[config.mk]
export PLATFORM = sky130hd
export DESIGN_NAME = pic_cmd_regs
export DESIGN_NICKNAME = d
export VERILOG_FILES = /design/src/rtl/pic_cmd_pkg.sv /design/src/rtl/pic_cmd_decode.sv /design/src/rtl/pic_init_seq.sv /design/src/rtl/pic_cmd_regs.sv
export SDC_FILE = /design/constraint.sdc
export NUM_CORES = 1
export LEC_CHECK = 0
export ABC_AREA = 1
export BUFFER_PORTS_ARGS = -buffer_cell sky130_fd_sc_hd__buf_2
export CORE_UTILIZATION = 40
export CTS_BUF_LIST = sky130_fd_sc_hd__clkbuf_4 sky130_fd_sc_hd__clkbuf_8
export CTS_CLUSTER_DIAMETER = 60
export DETAILED_ROUTE_END_ITERATION = 16
export HOLD_SLACK_MARGIN = 0.1
export PLACE_DENSITY = 0.58
export SETUP_SLACK_MARGIN = 0.2
export SYNTH_ARGS = -nofsm -noshare
export SYNTH_HDL_FRONTEND = slang
export SYNTH_SLANG_ARGS = --single-unit
[constraint.sdc]
create_clock -name clk -period 3.7 [get_ports clk]
set_input_delay 0.74 -clock clk [delete_from_list [all_inputs] [get_ports clk]]
set_output_delay 0.74 -clock clk [all_outputs]
set_load 0.02 [all_outputs]
[src/rtl/pic_cmd_pkg.sv]
package pic_cmd_pkg;

  localparam int unsigned DATA_W = 8;
  localparam int unsigned NUM_LINES = 8;
  localparam int unsigned PIN_W = $clog2(NUM_LINES);
  localparam int unsigned BASE_W = DATA_W - PIN_W;
  localparam int unsigned ADDR_W = 2;

  localparam logic [ADDR_W-1:0] ADDR_CMD  = 2'd0;
  localparam logic [ADDR_W-1:0] ADDR_DATA = 2'd1;
  localparam logic [ADDR_W-1:0] ADDR_TRIG = 2'd2;

  localparam logic [DATA_W-1:0] POLL_NONE = 8'd7;

  typedef enum logic [1:0] {
    SEQ_RUN = 2'd0,
    SEQ_W2  = 2'd1,
    SEQ_W3  = 2'd2,
    SEQ_W4  = 2'd3
  } seq_e;

  typedef enum logic [2:0] {
    OP_ROT_CLR    = 3'd0,
    OP_EOI_NS     = 3'd1,
    OP_NOP        = 3'd2,
    OP_EOI_SP     = 3'd3,
    OP_ROT_SET    = 3'd4,
    OP_EOI_NS_ROT = 3'd5,
    OP_SET_PRIO   = 3'd6,
    OP_EOI_SP_ROT = 3'd7
  } op2_e;

  typedef struct packed {
    logic             is_init;
    logic             is_ctl;
    logic             is_eoi;
    op2_e             op;
    logic [PIN_W-1:0] pin;
  } cmd_t;

  function automatic cmd_t classify(input logic [DATA_W-1:0] b);
    cmd_t c;
    c.is_init = b[4];
    c.is_ctl  = !b[4] && b[3];
    c.is_eoi  = !b[4] && !b[3];
    c.op      = op2_e'(b[7:5]);
    c.pin     = b[PIN_W-1:0];
    return c;
  endfunction

  function automatic logic [PIN_W-1:0] after_pin(input logic [PIN_W-1:0] p);
    return p + 1'b1;
  endfunction

endpackage

[src/rtl/pic_cmd_decode.sv]
module pic_cmd_decode
  import pic_cmd_pkg::*;
(
  input  logic [DATA_W-1:0] byte_in,
  output cmd_t              cmd
);
  always_comb cmd = classify(byte_in);
endmodule

[src/rtl/pic_init_seq.sv]
module pic_init_seq
  import pic_cmd_pkg::*;
(
  input  logic clk,
  input  logic rst_n,
  input  logic init_start,
  input  logic want_w4,
  input  logic data_wr,
  output seq_e state,
  output logic take_base,
  output logic take_mode,
  output logic take_mask
);
  seq_e state_q;
  logic need4_q;

  assign state     = state_q;
  assign take_base = data_wr && !init_start && state_q == SEQ_W2;
  assign take_mode = data_wr && !init_start && state_q == SEQ_W4;
  assign take_mask = data_wr && !init_start && state_q == SEQ_RUN;

  always_ff @(posedge clk or negedge rst_n) begin
    if (!rst_n) begin
      state_q <= SEQ_RUN;
      need4_q <= 1'b0;
    end else if (init_start) begin
      state_q <= SEQ_W2;
      need4_q <= want_w4;
    end else if (data_wr) begin
      unique case (state_q)
        SEQ_W2:  state_q <= SEQ_W3;
        SEQ_W3:  state_q <= need4_q ? SEQ_W4 : SEQ_RUN;
        SEQ_W4:  state_q <= SEQ_RUN;
        default: state_q <= SEQ_RUN;
      endcase
    end
  end

  p_seq_w2_r2: assert property (@(posedge clk) disable iff (!rst_n)
    init_start |=> state_q == SEQ_W2);
  p_skip_w4_r3: assert property (@(posedge clk) disable iff (!rst_n)
    (data_wr && !init_start && state_q == SEQ_W3 && !need4_q) |=> state_q == SEQ_RUN);
  p_one_take_r3: assert property (@(posedge clk) disable iff (!rst_n)
    $countones({take_base, take_mode, take_mask}) <= 1);
endmodule

[src/rtl/pic_cmd_regs.sv]
module pic_cmd_regs
  import pic_cmd_pkg::*;
(
  input  logic                 clk,
  input  logic                 rst_n,
  input  logic                 wr_en,
  input  logic                 rd_en,
  input  logic [ADDR_W-1:0]    addr,
  input  logic [DATA_W-1:0]    wr_data,
  output logic [DATA_W-1:0]    rd_data,
  output logic                 rd_valid,
  input  logic [NUM_LINES-1:0] irq_lines,
  input  logic                 ack_en,
  input  logic [PIN_W-1:0]     ack_pin,
  input  logic                 pend_valid,
  input  logic [PIN_W-1:0]     pend_pin,
  input  logic                 isr_hi_valid,
  input  logic [PIN_W-1:0]     isr_hi_pin,
  output logic [NUM_LINES-1:0] irr,
  output logic [NUM_LINES-1:0] isr,
  output logic [NUM_LINES-1:0] imr,
  output logic [NUM_LINES-1:0] elcr,
  output logic [BASE_W-1:0]    vec_base,
  output logic [PIN_W-1:0]     prio_ofs,
  output logic                 nested_en,
  output logic                 auto_eoi_en,
  output logic                 special_mask_en
);
  cmd_t cmd;
  seq_e seq_state;
  logic take_base, take_mode, take_mask;

  logic [NUM_LINES-1:0] irr_q, isr_q, imr_q, elcr_q, prev_q;
  logic [NUM_LINES-1:0] irr_n, isr_n, prev_n;
  logic [BASE_W-1:0]    base_q;
  logic [PIN_W-1:0]     prio_q, prio_n;
  logic nested_q, aeoi_q, smask_q, rsel_q, poll_q, rot_q;
  logic [DATA_W-1:0] rd_val, rd_q;
  logic rd_valid_q;

  // named events
  logic wr_cmd, wr_dat, wr_trig, init_go, ctl_go, eoi_go, rd_poll;
  assign wr_cmd  = wr_en && addr == ADDR_CMD;
  assign wr_dat  = wr_en && addr == ADDR_DATA;
  assign wr_trig = wr_en && addr == ADDR_TRIG;
  assign init_go = wr_cmd && cmd.is_init;
  assign ctl_go  = wr_cmd && cmd.is_ctl;
  assign eoi_go  = wr_cmd && cmd.is_eoi;
  assign rd_poll = rd_en && poll_q && (addr == ADDR_CMD || addr == ADDR_DATA);

  pic_cmd_decode u_dec (.byte_in(wr_data), .cmd(cmd));

  pic_init_seq u_seq (
    .clk(clk), .rst_n(rst_n), .init_start(init_go), .want_w4(wr_data[0]),
    .data_wr(wr_dat), .state(seq_state), .take_base(take_base),
    .take_mode(take_mode), .take_mask(take_mask)
  );

  always_comb begin
    irr_n  = irr_q;
    isr_n  = isr_q;
    prio_n = prio_q;
    prev_n = irq_lines;
    for (int i = 0; i < NUM_LINES; i++) begin
      if (elcr_q[i]) irr_n[i] = irq_lines[i];
      else if (irq_lines[i] && !prev_q[i]) irr_n[i] = 1'b1;
    end
    if (ack_en) begin
      isr_n[ack_pin] = !aeoi_q;
      if (!elcr_q[ack_pin]) irr_n[ack_pin] = 1'b0;
      if (aeoi_q && rot_q) prio_n = after_pin(ack_pin);
    end
    if (eoi_go) begin
      unique case (cmd.op)
        OP_EOI_NS:     if (isr_hi_valid) isr_n[isr_hi_pin] = 1'b0;
        OP_EOI_NS_ROT: if (isr_hi_valid) begin
                         isr_n[isr_hi_pin] = 1'b0;
                         prio_n = after_pin(isr_hi_pin);
                       end
        OP_EOI_SP:     isr_n[cmd.pin] = 1'b0;
        OP_EOI_SP_ROT: begin
                         isr_n[cmd.pin] = 1'b0;
                         prio_n = after_pin(cmd.pin);
                       end
        OP_SET_PRIO:   prio_n = after_pin(cmd.pin);
        default: ;
      endcase
    end
    if (rd_poll && pend_valid) begin
      irr_n[pend_pin] = 1'b0;
      isr_n[pend_pin] = 1'b0;
    end
    if (init_go) begin
      irr_n  = irr_q & elcr_q;
      prev_n = '0;
      prio_n = '0;
    end
  end

  always_comb begin
    if (rd_poll) rd_val = pend_valid ? DATA_W'(pend_pin) : POLL_NONE;
    else begin
      unique case (addr)
        ADDR_CMD:  rd_val = rsel_q ? isr_q : irr_q;
        ADDR_DATA: rd_val = imr_q;
        ADDR_TRIG: rd_val = elcr_q;
        default:   rd_val = '0;
      endcase
    end
  end

  always_ff @(posedge clk or negedge rst_n) begin
    if (!rst_n) begin
      irr_q <= '0; isr_q <= '0; imr_q <= '0; elcr_q <= '0; prev_q <= '0;
      base_q <= '0; prio_q <= '0;
      nested_q <= 1'b0; aeoi_q <= 1'b0; smask_q <= 1'b0; rsel_q <= 1'b0;
      poll_q <= 1'b0; rot_q <= 1'b0;
      rd_q <= '0; rd_valid_q <= 1'b0;
    end else begin
      irr_q  <= irr_n;
      isr_q  <= isr_n;
      prev_q <= prev_n;
      prio_q <= prio_n;
      rd_valid_q <= rd_en;
      if (rd_en) rd_q <= rd_val;
      if (wr_trig) elcr_q <= wr_data;
      if (rd_poll) poll_q <= 1'b0;
      if (init_go) begin
        imr_q   <= '0;
        smask_q <= 1'b0;
        rsel_q  <= 1'b0;
        if (!wr_data[0]) begin
          nested_q <= 1'b0;
          aeoi_q   <= 1'b0;
        end
      end
      if (take_base) base_q <= wr_data[DATA_W-1:PIN_W];
      if (take_mode) begin
        nested_q <= wr_data[4];
        aeoi_q   <= wr_data[1];
      end
      if (take_mask) imr_q <= wr_data;
      if (ctl_go) begin
        if (wr_data[2]) poll_q <= 1'b1;
        if (wr_data[1]) rsel_q <= wr_data[0];
        if (wr_data[6]) smask_q <= wr_data[5];
      end
      if (eoi_go && cmd.op == OP_ROT_SET) rot_q <= 1'b1;
      if (eoi_go && cmd.op == OP_ROT_CLR) rot_q <= 1'b0;
    end
  end

  assign irr = irr_q;
  assign isr = isr_q;
  assign imr = imr_q;
  assign elcr = elcr_q;
  assign vec_base = base_q;
  assign prio_ofs = prio_q;
  assign nested_en = nested_q;
  assign auto_eoi_en = aeoi_q;
  assign special_mask_en = smask_q;
  assign rd_data = rd_q;
  assign rd_valid = rd_valid_q;

  p_init_clear_r2: assert property (@(posedge clk) disable iff (!rst_n)
    init_go |=> (imr_q == '0 && prio_q == '0 && !smask_q && !rsel_q));
  p_spec_eoi_r5: assert property (@(posedge clk) disable iff (!rst_n)
    (eoi_go && cmd.op == OP_EOI_SP && !ack_en) |=> !isr_q[$past(wr_data[PIN_W-1:0])]);
  p_prio_load_r6: assert property (@(posedge clk) disable iff (!rst_n)
    (eoi_go && (cmd.op == OP_SET_PRIO || cmd.op == OP_EOI_SP_ROT))
      |=> prio_q == $past(wr_data[PIN_W-1:0]) + 1'b1);
  p_poll_disarm_r7: assert property (@(posedge clk) disable iff (!rst_n)
    (rd_poll && !(ctl_go && wr_data[2])) |=> !poll_q);
  p_ack_sets_r8: assert property (@(posedge clk) disable iff (!rst_n)
    (ack_en && !aeoi_q && !eoi_go && !rd_poll && !init_go) |=> isr_q[$past(ack_pin)]);
  p_rd_valid_r9: assert property (@(posedge clk) disable iff (!rst_n)
    rd_en |=> rd_valid);
  p_unmapped_r9: assert property (@(posedge clk) disable iff (!rst_n)
    (wr_en && addr == 2'd3) |=> ($stable(imr_q) && $stable(elcr_q) && $stable(base_q)));
endmodule

Word-level counts from Yosys, hierarchy flattened
Index checks and enable logic that the tools add are counted.

Flip-flop bits (word level): 66. Latch bits: 0. Bits in writable memories: 0. Bits in read-only memories: 0. Input port bits: 34. Output and inout bits: 52. Word-level logic and storage cells: 172. Memories kept: 0.

$add $sub $neg: 3. $mul: 0. Divide/modulo/power cells: 0. Magnitude comparators: 8. Equal/unequal tests: 12. Shifts and indexed selects: 0. Multiplexer cells: 68. Bitwise gates (word level): 10. Reduce and logical (&&, ||, !) cells: 54.

Operators with widths (count): $mux W8 (13); $and A8 B8 Y8 (6); $mux W1 (36); $not A8 Y8 (4); $logic_and A1 B1 Y1 (30); $pmux W8 S3 (1); $mux W3 (6); $lt A3 B4 Y1 const B (4); $pmux W8 S2 (1); $demux W1 S3 (4); $eq A3 B3 Y1 const B (4); $ge A3 B1 Y1 const B (4); $logic_not A1 Y1 (12); $add A3 B1 Y3 const B (3); $bwmux W8 (1); $reduce_bool A2 Y1 (4); $eq A2 B2 Y1 const B (3); $mux W2 (3); $pmux W3 S2 (1); $reduce_or A2 Y1 (3); $eq A2 B1 Y1 const B (2); $logic_not A2 Y1 (2); $pmux W2 S2 (1); $bmux W1 S3 (1); other kinds (6) (6).

Logic depth before layout (Yosys ltp)
Gate-level depths: netlist of run 1.

Word-level depth: 12. Mapped depth: 9. Depth with buffers taken out: 9.

By module
Synthesis of run 1 repeated with hierarchy kept, for this count alone.

Cells, all modules: 589. Area total of the unflattened synthesis: 3948.8 um2.

Modules (own cells, without submodules): pic_cmd_regs (instances 1, cells an instance 549, area an instance 3663.5 um2, sequential area each 1576.5 um2); pic_init_seq (instances 1, cells an instance 30, area an instance 219.0 um2, sequential area each 75.1 um2); pic_cmd_decode (instances 1, cells an instance 10, area an instance 66.3 um2, sequential area each 0.0 um2).

Least setup slack after synthesis of run 1
Ideal clock, no wire load.

Path kind: input -> register. From: input ack_pin[0]. To: register irr_q[6] (netlist: irr[6]). Setup time: 0.117 ns. Arrival time: 1.480 ns. Required time: 3.583 ns. Path slack: 2.103 ns. Stages on the path: 8. Buffers on the path: 0. Path through: inv_1 -> nand2_1 -> nand3_1 -> nand2_1 -> nor2_1 -> nand2_1 -> nand2_1 -> nand2_1.

Longest elaborated chain between the ends: 11. Elaborated cells between the ends (all ways): 14. Classes of those cells: order compare (2); mux (8); bitwise (3); reduce/logical (1).

Ends and longest elaborated chain: start, declared (line pic_cmd_regs.sv:14) `input logic [PIN_W-1:0] ack_pin,`; $lt A3 B4 Y1 (not written as such) or $ge A3 B1 Y1 (tied branches) (line pic_cmd_regs.sv:70) `if (!elcr_q[ack_pin]) irr_n[ack_pin] = 1'b0;`; $logic_and A1 B1 Y1 (not written as such) (line pic_cmd_regs.sv:70); $mux W1 (not written as such) (line pic_cmd_regs.sv:70); $demux W1 S3 (line pic_cmd_regs.sv:70); $not A8 Y8 (no source line); $and A8 B8 Y8 (no source line); $mux W8 * (line pic_cmd_regs.sv:70); $mux W8 * (line pic_cmd_regs.sv:68) `if (ack_en) begin`; $and A8 B8 Y8 (no source line); $mux W8 * (line pic_cmd_regs.sv:89) `if (rd_poll && pend_valid) begin`; $mux W8 * (line pic_cmd_regs.sv:93) `if (init_go) begin`; via irr_n[6] (line pic_cmd_regs.sv:34) `logic [NUM_LINES-1:0] irr_n, isr_n, prev_n;`; end signal, assigned (line pic_cmd_regs.sv:120) `irr_q <= irr_n;`; end, declared (line pic_cmd_regs.sv:33) `logic [NUM_LINES-1:0] irr_q, isr_q, imr_q, elcr_q, prev_q;`.

Mark *: on every way through the listed nets, which the timed path passes. The rest lies on a longest branch. The select of a mux whose other input is x is not followed. A chain may end at the register's enable or synchronous reset.

Worst setup path in the final report of run 1
From: register aeoi_q (netlist: auto_eoi_en). To: output auto_eoi_en.

RTL lines: start, declared (line pic_cmd_regs.sv:37) `logic nested_q, aeoi_q, smask_q, rsel_q, poll_q, rot_q;`; start signal, assigned (line pic_cmd_regs.sv:140) `aeoi_q <= wr_data[1];`; end, declared (line pic_cmd_regs.sv:26) `output logic auto_eoi_en,`.

No word-level cell between the ends.

==> summary.md, run 1 <==
The flow ran to the end, and the final reports show no timing, DRC or antenna violations. The largest single stage delay on the critical path is 650 ps. For the slack of the worst reg-to-reg path, the log shows 1910 ps.

In this run, synthesis produced a sequential element count of 66. STA classifies the critical path endpoint as an output pin. After technology mapping, the gate count stands at 569.

The number of global-route vias before repair is 3636, and the detailed-routed wire length on met3 is 601 µm. Once placement finished, the instance area stood at 4400 µm². The synthesized netlist devotes 0.226% of its cell area to XOR and XNOR gates.

Leaving out fill and tap cells, the most frequent cells in the layout are nand2_1 (192), inv_1 (87), buf_2 (85). After routing the design area is 4610 µm². The worst setup path is of the register to output pin kind.

The average footprint of a synthesized cell was 6.80 µm²; the total stage count of the critical path was 1. The clock reaches the later pin of the worst-skew pair after 360 ps. The iteration count of the initial detailed-routing pass was 5. Endpoint of the worst register-to-register path: prio_ofs[0]. The final critical-path required period is 2000 ps, and the multiplexer area fraction after synthesis is 0%. Following the worst setup path forward leads to its endpoint at auto_eoi_en.

The most common cell after layout, fill and taps aside is nand2_1. The standard-cell row count was 35. Detailed routing placed a total of 5.46 mm of wire on met2. The synthesized netlist devotes 11.6% of its cell area to compound gates.

Setup repair after global routing left no endpoint under its margin. The filler cells instantiated in the layout total 986. After the last flow step, the layout net total stands at 699. The routed layout has 3869 vias. The path class of the lowest-slack min-delay path was register to register. In this run the tightest slew margin relative to its limit is 41.1%. The floorplan step set the die width to 100 µm. Number of violations reported at the end of detailed-routing iteration 0: 221.

VDD sags by at most 0.000235 V. In this run the tool buffered the top-level ports with 85 buffer cells. Max-cap violations in this run came to 0. Entering global routing, the biggest net connects 67 pins. The synthesized netlist occupies a cell area of 3870 µm². In the final layout, the share of cells above drive strength 1 is 17.3%. Of the total synthesized cell area, the portion taken by full adders, half adders and majority gates is 2.26%. The kind of cell with the highest combined delay along the critical path is flip-flops.

Summed over all failing endpoints, the final setup total negative slack is 0 ps. The critical path buffer and inverter count is 1, and the area of the multi-input gates is 1810 µm². The logs give 500 MHz for the highest attainable clock frequency and 25.2% for the overall global routing resource usage.

Dividing total power by cell area gives a power density of 540 nW/µm². The worst endpoint data arrival time is 1260 ps. The tools report the cell chosen for the clock root as clkbuf_8. The count of antenna diodes in the layout came out at 0. The top-level port count is 86, and the area used by sequential logic in the layout is 1650 µm². The transition time at the pin with the least slew margin is 883 ps, and the total grt overflow is 0. Once the clock tree was built, the setup fixing pass inserted 0 buffers. In the routed layout, each cell is associated on average with a via count of 4.89. The number of clock buffers added by TritonCTS is 9. Routability-driven placement finished with a final weighted congestion of 0.903. The largest fanout on the critical path is 11, and the simple-gate share of the synthesized area is 32.7%. Buffers inserted to repair hold after CTS numbered 0. The routed design has 11.9 mm of wire. The hold violation total from the final report came out at 0. The clock passes through at most 2 buffers. The critical path starts at auto_eoi_en. The placed wire-length estimate after detailed placement was 9.02 mm; the depth of the CTS H-tree was 3. TritonCTS built the clock tree. For the number of warning messages in the yosys log, the log shows 0.

The area enclosed by the die boundary is 10100 µm², and the required time of the critical path is 2960 ps. The run gives 19.0 mm as the global-route wire length before repair. The slowest stage of the critical path is the dfrtp_1 cell. For this design the static power due to leakage is 2.63 nW. The critical path goes through buf_2. The worst setup path is launched from a register. The remaining antenna violation count is 0. Signal routing reaches up to met4. In this run the vertical extent of the chip is 100 µm. The startpoint identified for the worst register-to-register timing path is auto_eoi_en. Setup violations remaining at the end of the flow were counted as 0. The tools report the initial core utilization as 41.5%. After detailed routing, the number of remaining DRC violations is 0. The layout overhead on the synthesized area is 19.0%, and the final setup skew is 13.0 ps.

For the placeable core region, the log shows 9330 µm². The main combinational cell family by area after synthesis is simple AND/OR/NAND/NOR gates. The post-cts sizing count is 0. The max-slew violation count is 0. After clock tree synthesis, the clock-pin slew on the worst setup and hold paths is 80 ps.

Counting distinct cell types in the post-synthesis netlist gives 25. In the final routing, the length of wire on met1 measures 5.64 mm. The final cycle utilization of the critical path is 54.1%.

Measured in cells, the most critical reg-to-reg path has a length of 5. The number of nets in the synthesized netlist is 610, and the clock sink total is 66. Summing the sequential cell areas from Yosys gives 42.7% of the chip area. The initial antenna violation count came out at 0. In the final routed layout, each cell accounts on average for 15.0 µm.
per-stage QoR:
step	utilization (%)	hold slack, ps	setup WS [ps]	total power (W)	cells
2_1_floorplan	-	444	2100	0.00151	569
5_1_grt	49.4	500	1660	0.00264	792
3_3_place_gp	47.2	461	1470	0.00184	776
3_5_place_dp	47.2	464	1450	0.00184	776
4_1_cts	49.4	486	1710	0.00251	792
6_report	49.4	481	1700	0.00249	792
cell families after synthesis:
family                     Yosys count
adders and majority gates            7
buffers and inverters               99
and+or+nand+nor                    312
DFF                                 66
AOI/OAI and AO/OA                   84
xor gates and xnor gates             1
worst min path at each step:
stage               startpoint  cells past startpoint  slack (ps)     endpoint
finish              rd_data[7]                      2         480   rd_data[7]
global route        rd_data[2]                      2         500   rd_data[2]
CTS                 rd_data[7]                      2         490   rd_data[7]
detailed placement  rd_data[7]                      2         460   rd_data[7]
global placement    rd_data[4]                      2         460   rd_data[4]
floorplan                rst_n                      0         440  auto_eoi_en
cells in the mapped netlist:
cell      instances  area [µm²]
nor2_1           64         240
nand2_1         192         721
o21ai_2           1        8.76
o221ai_1          4        35.0
nand2_2           5        31.3
nand3_1          39         195
nand3b_1          1        7.51
o21ai_0          51         255
buf_4             1        7.51
nor2_2            1        6.26
a21oi_1          14        70.1
o21ai_1           6        30.0
o22ai_1           7        43.8
ha_1              7        87.6
buf_6             4        45.0
clkbuf_1          2        7.51
inv_2             3        11.3
nor2_4            2        22.5
nand4_1           1        6.26
dfrtp_1          66        1650
inv_1            87         327
nor3_1            7        35.0
xnor2_1           1        8.76
a22oi_1           1        7.51
buf_2             2        10.0
flip-flops by register name, indices dropped and copies added, names as in the netlist:
signal           count
isr                  8
auto_eoi_en          1
nested_en            1
special_mask_en      1
poll_q               1
u_seq.state          2
rot_q                1
rsel_q               1
rd_valid             1
rd_data              8
prio_ofs             3
irr                  8
u_seq.need4_q        1
imr                  8
prev_q               8
elcr                 8
vec_base             5
routing by layer:
metal	track usage, %	up-vias
met4	7.80	0
met3	4.11	15
met5	0	-
met1	35.1	1798
met2	40.1	95
li1	-	1961
cell type report:
class	instances	share of cell area, %
Clock buffer	9	2.69
Clock inverter	7	1.76
Inverter	90	7.33
Multi-Input combinational cell	404	39.3
Sequential cell	66	35.8
Tap cell	129	3.50
Timing Repair Buffer	87	9.56
report_power, final:
| part | internal (W) | total [W] | switching (W) |
|---|---|---|---|
| clock network | 0.000322 | 0.000660 | 0.000338 |
| logic | 0.000264 | 0.000809 | 0.000545 |
| registers | 0.000878 | 0.00102 | 0.000142 |
(Power assumes the default switching activity.)
==> run 2: changes to the inputs <==
- clock period: 3.7 -> 1.9 ns (I/O delays scaled with it)
==> summary.md, run 2 (synthesis results as in run 1) <==
The flow ran to the end, and the final reports show no timing, DRC or antenna violations. The logs give 2 (unchanged) for the maximum clock insertion buffer count and 360 ps (about the same) for the insertion delay of the later-clocked pin in the worst-skew pair. The portion of total power attributed to the clock network was 26.2% (-0.3 points); the internal power contribution was 0.00291 W (+99%). Clock tree synthesis selected as its root buffer the cell clkbuf_8. The global-route wire length before repair came out at 19.1 mm (+0.65%).

For the clock sink total, the log shows 66 (unchanged). The critical path goes through buf_4 > buf_2. The average detailed-routed wire length per instance was 15.1 µm (+0.63%); the highest attainable clock frequency was 668 MHz. From synthesis to final layout, the design area changed by 22.7%.

Iteration count of the initial detailed-routing pass: 6 (+1). The category of the most critical setup path was register to output pin. The count of nets after finishing was 714 (+2.1%). The post-route DRC violation count was 0 (unchanged); the final cycle utilization of the critical path was 78.7%. The worst setup path is captured at an output pin.

The run gives 3956 (+2.2%) as the total via count after detailed routing. The critical path's largest stage delay is 360 ps (-290 ps). The cell area power density works out to 1030 nW/µm² (+91%).

The top-level port count is 86 (unchanged), and the required time of the critical path is 1520 ps (-1440 ps). TritonCTS built the clock tree. For the post-cts sizing count, the log shows 0 (unchanged). Number of input and output port buffers inserted: 85 (unchanged).

The final critical-path required period is 1500 ps. The max-slew violation count is 0 (unchanged). Most common cell after layout, fill and taps aside: nand2_1.

For the combinational power share, the log shows 34.3% (+1.8 points). For the normalized max-slew margin, the log shows 63.3% (+22 points). The total negative setup slack is 0 ps (unchanged), and the number of buffers inserted during clock tree synthesis is 9 (unchanged). The clock slew at the register clock pins of the worst setup and hold paths was 80 ps (about the same); the total length of routed wires was 12.2 mm (+2.5%). The number of global-route vias before repair is 3702 (+1.8%).

The average vias per placed instance was 4.90 (+0.35%). The worst-path cell with the longest stage delay was dfrtp_1. The logs give 2.71 nW (+3.1%) for the standby leakage power and 0.00198 W (+93%) for the net switching component of the power.

The switching share of power was 40.5% (-0.72 points); the overall global routing resource usage was 25.4% (+0.24 points). The worst setup path is launched from a register. The horizontal extent of the die came out at 100 µm (unchanged).

The count of antenna diodes in the layout was 0 (unchanged). The total grt overflow was 0 (unchanged). The path class of the tightest hold or removal check is primary input to register. Setup repair after global routing left no endpoint under its margin.

The maximum ir drop on the vdd rail is 0.000467 V (+99%). Placeable core region: 9330 µm² (unchanged). The tools report the initial antenna violation count as 0 (unchanged). For the number of max-cap violations, the log shows 0 (unchanged). In the layout the commonest cells are nand2_1 (192), inv_1 (87), buf_2 (85). The height of the chip is 100 µm (unchanged), and the transition time at the pin with the least slew margin is 551 ps (-332 ps). The hold violation total from the final report came out at 0 (unchanged).

The initial core utilization was 41.5% (unchanged); the worst endpoint data arrival time was 1120 ps (-140 ps). For the depth of the CTS H-tree, the log shows 3 (unchanged). The placer's final routability congestion estimate came out at 0.920 (+1.9%). The logs give 29 (-57%) for the pin count of the biggest net entering global routing and 13.3 ps (+0.262 ps) for the final setup skew. The run gives 0 (unchanged) as the number of setup violations in the final report. For the sequential fraction of design power, the log shows 39.5% (-1.5 points).

The fraction of final layout cells with drive strength greater than 1 came out at 19.0% (+1.7 points). The run gives 50.9% (+1.5 points) as the utilization after layout. For the setup fix buffers added after clock tree synthesis, the log shows 0 (unchanged). For the standard-cell row count, the log shows 35 (unchanged). For the number of violations reported at the end of detailed-routing iteration 0, the log shows 207 (-6.3%). The largest fanout on the critical path was 10 (-1); the remaining antenna violation count was 0 (unchanged).

The run gives 9.40 mm (+4.1%) as the placed wire-length estimate after detailed placement. The area enclosed by the die boundary was 10100 µm² (unchanged).
run 2: cell count changes in the layout (fill, tap and decap cells not counted), sizes merged:
cell         previous run  this run
buf                    87       101
dlygate4sd3             0         1
run 2: metal layers:
metal | vias to the layer above | global-route usage [%] | share of wire [%]
li1 | 1995 | - | -
met1 | 1805 | 35.8 | 47
met2 | 138 | 40.5 | 45
met3 | 18 | 3.48 | 6.3
met4 | 0 | 8.14 | 1.9
met5 | - | 0 | 0
run 2: layout make-up:
type	count	area, µm²
clock inverter	7	81.3
timing repair buffer	102	581
tap	129	161
clock buffer	9	124
multi-input combinational	404	1810
inverter	90	338
fill	966	4580
sequential	66	1650
run 2: worst paths after layout:
path / from / endpoint / slack, ps / depth (start not counted)
max: auto_eoi_en / auto_eoi_en / 400 / 2
min: rd_en / rd_valid / 190 / 1
max reg2reg: poll_q / irr[6] / 460 / 7
min reg2reg: rd_data[0] / rd_data[0] / 480 / 2
max in group asynchronous: rst_n / elcr[2] / 800 / 3
min in group asynchronous: rst_n / rd_data[5] / 540 / 2
run 2: through the flow:
step	area (µm²)	std cells	hold WS (ps)	worst slack, ps	total power [W]
detailed placement	4530	790	396	322	0.00363
global route	4750	807	195	340	0.00519
CTS	4750	807	190	410	0.00491
global placement	4530	790	393	300	0.00361
finish	4750	807	193	404	0.00489
floorplan	3870	569	84.4	573	0.00294
run 2: worst max-delay path: cells and delay by family, from the launching register on:
family,cells,cell delay [ps]
flops,1,360
buf+inv,2,400
run 2: what timing repair did:
action,CTS,global route
endpoints found under the setup margin,0,0
hold buffers,1,0
endpoints found under the hold margin,17,0
run 2: power groups by stage:
| stage | Combinational (W) | Clock, W | Sequential [W] |
|---|---|---|---|
| after CTS | 0.00168 | 0.00130 | 0.00193 |
| final | 0.00167 | 0.00128 | 0.00193 |
| after floorplan | 0.000677 | 0 | 0.00227 |
| after detailed placement | 0.00167 | 0 | 0.00196 |
| after global routing | 0.00186 | 0.00137 | 0.00197 |
| after global placement | 0.00166 | 0 | 0.00195 |
==> run 3: changes to the inputs <==
- ABC_AREA: 1 -> 0
- PLACE_DENSITY: 0.58 -> 0.61
- clock period: 1.9 -> 1.2 ns (I/O delays scaled with it)
==> summary.md, run 3 <==
The area share of the largest cell type after synthesis works out to 44.9% (+2.3 points). The flip-flop and latch count after synthesis was 66 (unchanged). The commonest cells after synthesis are dfrtp_1 (66), nand2_1 (43), inv_1 (29). Worst hold margin: 102 ps (-90.5 ps). The combinational power share came out at 45.7% (+11 points). The primary flip-flop cell chosen by synthesis mapping was dfrtp_1. Highest attainable clock frequency: 656 MHz. The clock sink total is 66 (unchanged), and the fraction of final layout cells with drive strength greater than 1 is 57.7% (+39 points). In this design, the largest share of critical-path delay is due to simple AND/OR/NAND/NOR gates.

The main combinational cell family by area after synthesis is compound AO/OA/AOI/OAI gates. The portion of total power attributed to the clock network came out at 22.8% (-3.4 points). Setup repair after global routing could not meet its margin everywhere. The total length of routed wires is 14.9 mm (+23%), and the largest fanout on the critical path is 3 (-7).

The clock slew at the register clock pins of the worst setup and hold paths was 80 ps (about the same); the number of distinct library cell variants in the gate-level netlist after synthesis was 63 (+150%). The run gives 4148 (+4.9%) as the total via count after detailed routing. dfrtp_1 is the most common cell in the netlist. The final instance area was 6740 µm² (+42%). The max-slew violation count is 0 (unchanged), and the critical path's largest stage delay is 380 ps (+20 ps). The transition time at the pin with the least slew margin was 595 ps (+44.1 ps); the initial core utilization was 41.8% (+0.26 points). The critical path buffer and inverter count was 1 (-1); the layout overhead on the synthesized area was 83.3%. The cell area after placement is 5050 µm² (+11%), and the total stage count of the critical path is 5 (+3). The critical path goes through nand4b_1 > buf_4 > nor4b_4 > nor2_1 > a311o_1. The run finished, with violations left. The top cell types in the final layout, fill and taps aside, are buf_4 (109), buf_6 (100), dfrtp_1 (61).

The height of the chip came out at 97.9 µm (-2.5%). The final cycle utilization of the critical path was 127%; the number of buffers inserted during clock tree synthesis was 9 (unchanged). The internal power contribution came out at 0.00629 W (+120%). The run gives 0 (unchanged) as the number of warning messages in the yosys log.

The xor-xnor portion of the synthesized cell area is 0.715% (+0.49 points). For the placer's final routability congestion estimate, the log shows 0.877 (-4.7%). Startpoint of the lowest-slack register-to-register path: poll_q. The tools report the pin count of the biggest net entering global routing as 67 (+130%). Fraction of the mapped netlist area in compound gates: 20.6% (+8.9 points). The worst endpoint data arrival time was 1770 ps (+650 ps); the number of input and output port buffers inserted was 85 (unchanged). The worst setup path is launched from a register. The average vias per placed instance works out to 5.64 (+15%). The logs give 3 (unchanged) for the depth of the CTS H-tree and 34 (-2.9%) for the standard-cell row count. The post-synthesis instance area is 3680 µm² (-5.0%). The most critical setup path has its startpoint at poll_q. The total negative setup slack was -6870 ps (-6870 ps); the number of nets in the synthesized netlist was 422 (-31%).

The post-route worst setup slack is -323 ps (-727 ps), and the share of flip-flops with an asynchronous set or reset after synthesis is 100% (unchanged). The standby leakage power is 3.22 nW (+19%). For the hold violation total from the final report, the log shows 0 (unchanged). The logs give 5 (+5) for the post-route DRC violation count and 0 (unchanged) for the number of max-cap violations.

Multiplexer area fraction after synthesis: 7.55% (+7.6 points). TritonCTS built the clock tree. Leaving out fill and tap cells, the most frequent cell in the layout is buf_4.

For the global-route wire length before repair, the log shows 21.1 mm (+10%). Final critical-path required period: 1520 ps. On the critical path, the stage with the largest delay is an instance of dfrtp_1. The most critical setup path has its endpoint at irr[2].

Of all cell types, the one taking the most synthesized area is dfrtp_1. The logs give 381 (-33%) for the synthesized instance count and 0 (unchanged) for the count of antenna diodes in the layout. The placed wire-length estimate after detailed placement is 9.32 mm (-0.81%), and the maximum clock insertion buffer count is 2 (unchanged).

The insertion delay of the later-clocked pin in the worst-skew pair was 370 ps (about the same); the iteration count of the initial detailed-routing pass was 11 (+5). The logs give 0 (unchanged) for the remaining antenna violation count and 29.0% (+3.6 points) for the overall global routing resource usage. The initial antenna violation count is 0 (unchanged). The average detailed-routed wire length per instance is 20.3 µm (+35%).

Critical path capture point type: a register. The number of setup violations in the final report is 47 (+47). The slack of the worst reg-to-reg path came out at -320 ps (-780 ps). The cell area power density came out at 1440 nW/µm² (+40%). Yosys attributes the largest share of cell area to dfrtp_1 (45%), nand2_1 (4.4%), mux2_2 (4.3%).

The simple-gate share of the synthesized area is 18.4% (-14 points), and the sequential fraction of design power is 31.6% (-7.9 points). The switching share of power works out to 35.1% (-5.3 points). The endpoint of the worst register-to-register path was irr[2].

The area enclosed by the die boundary is 9580 µm² (-4.9%), and the placeable core region is 8810 µm² (-5.6%). The worst reg-to-reg path cell count is 5 (-2). The run gives 59.8% (-3.4 points) as the normalized max-slew margin. For the maximum ir drop on the vdd rail, the log shows 0.00123 V (+160%). The min-delay analysis places its worst path in the category primary input to register. Count of nets after finishing: 663 (-7.1%).

The horizontal extent of the die works out to 97.9 µm (-2.5%). The average footprint of a synthesized cell was 9.65 µm² (+42%); the number of violations reported at the end of detailed-routing iteration 0 was 177 (-14%). The share of the yosys chip area belonging to registers came out at 44.9% (+2.3 points). The run gives 0 (unchanged) as the total grt overflow. The cell chosen for the clock root is clkbuf_8. The worst hold path stage count works out to 3 (+2). The run gives 0.00341 W (+72%) as the net switching component of the power. The checks that failed: design-rule violations, negative setup slack. The number of enable-type register cells in the synthesized netlist is 0 (unchanged), and the number of global-route vias before repair is 4055 (+9.5%). The logs give 86 (unchanged) for the top-level port count and 1450 ps (-70 ps) for the required time of the critical path.

The arithmetic-cell share of the synthesized area counting full adders, half adders and majority gates came out at 2.38% (+0.12 points). The critical path is of the register to register type. The final setup skew came out at 10.6 ps (-2.71 ps).
[run 3: logic make-up after synthesis]
group / Yosys count
buffers and inverters: 49
AOI/OAI and AO/OA: 103
adders and majority gates: 7
and+or+nand+nor: 127
DFF: 66
muxes: 26
xor gates and xnor gates: 3
[run 3: final cells by class]
type,count,area (µm²)
Tap cell,108,135
Inverter,30,113
Multi-Input combinational cell,267,2350
Fill cell,573,2070
Sequential cell,66,1660
Clock inverter,7,100
Clock buffer,9,124
Timing Repair Buffer,248,2260
[run 3: layer usage]
layer	share of wire, %	track usage (%)	wire length [µm]
met2	50	47.6	7440
met5	0	0	0
met4	3.5	13.6	529
met1	41	37.8	6150
met3	5.6	4.22	830
[run 3: power by group through the flow]
stage	registers [W]	logic [W]	clock network (W)
detailed placement	0.00303	0.00274	0
global placement	0.00302	0.00269	0
finish	0.00306	0.00443	0.00221
floorplan	0.00349	0.000994	0
CTS	0.00305	0.00391	0.00222
global route	0.00310	0.00466	0.00230
[run 3: how the worst min path moves through the flow]
stage	from	endpoint	slack [ps]
floorplan	rst_n	auto_eoi_en	-60
global placement	rst_n	irr[1]	290
detailed placement	rst_n	irr[0]	290
CTS	irq_lines[1]	prev_q[1]	100
global route	irq_lines[4]	prev_q[4]	110
finish	irq_lines[4]	prev_q[4]	100
[run 3: repair_timing]
action / 4_1_cts / 5_1_grt
endpoints found under the setup margin: 112 / 113
pin swaps: 32 / 24
gates cloned: 1 / 1
gates resized for setup: 192 / 70
hold buffers: 1 / 0
endpoints found under the hold margin: 66 / 0
buffers inserted: 43 / 16
[run 3: worst min-delay path, stage by stage]
cell     delay [ps]
buf_2            90
nand2_1          60
inv_1            50
[run 3: through the flow]
step	utilization [%]	power (W)	cells	setup slack, ps
floorplan	-	0.00449	381	-472
global placement	57.4	0.00572	657	-456
detailed placement	57.4	0.00577	657	-500
CTS	71.8	0.00918	718	-238
global route	76.5	0.0101	735	-355
finish	76.5	0.00970	735	-323
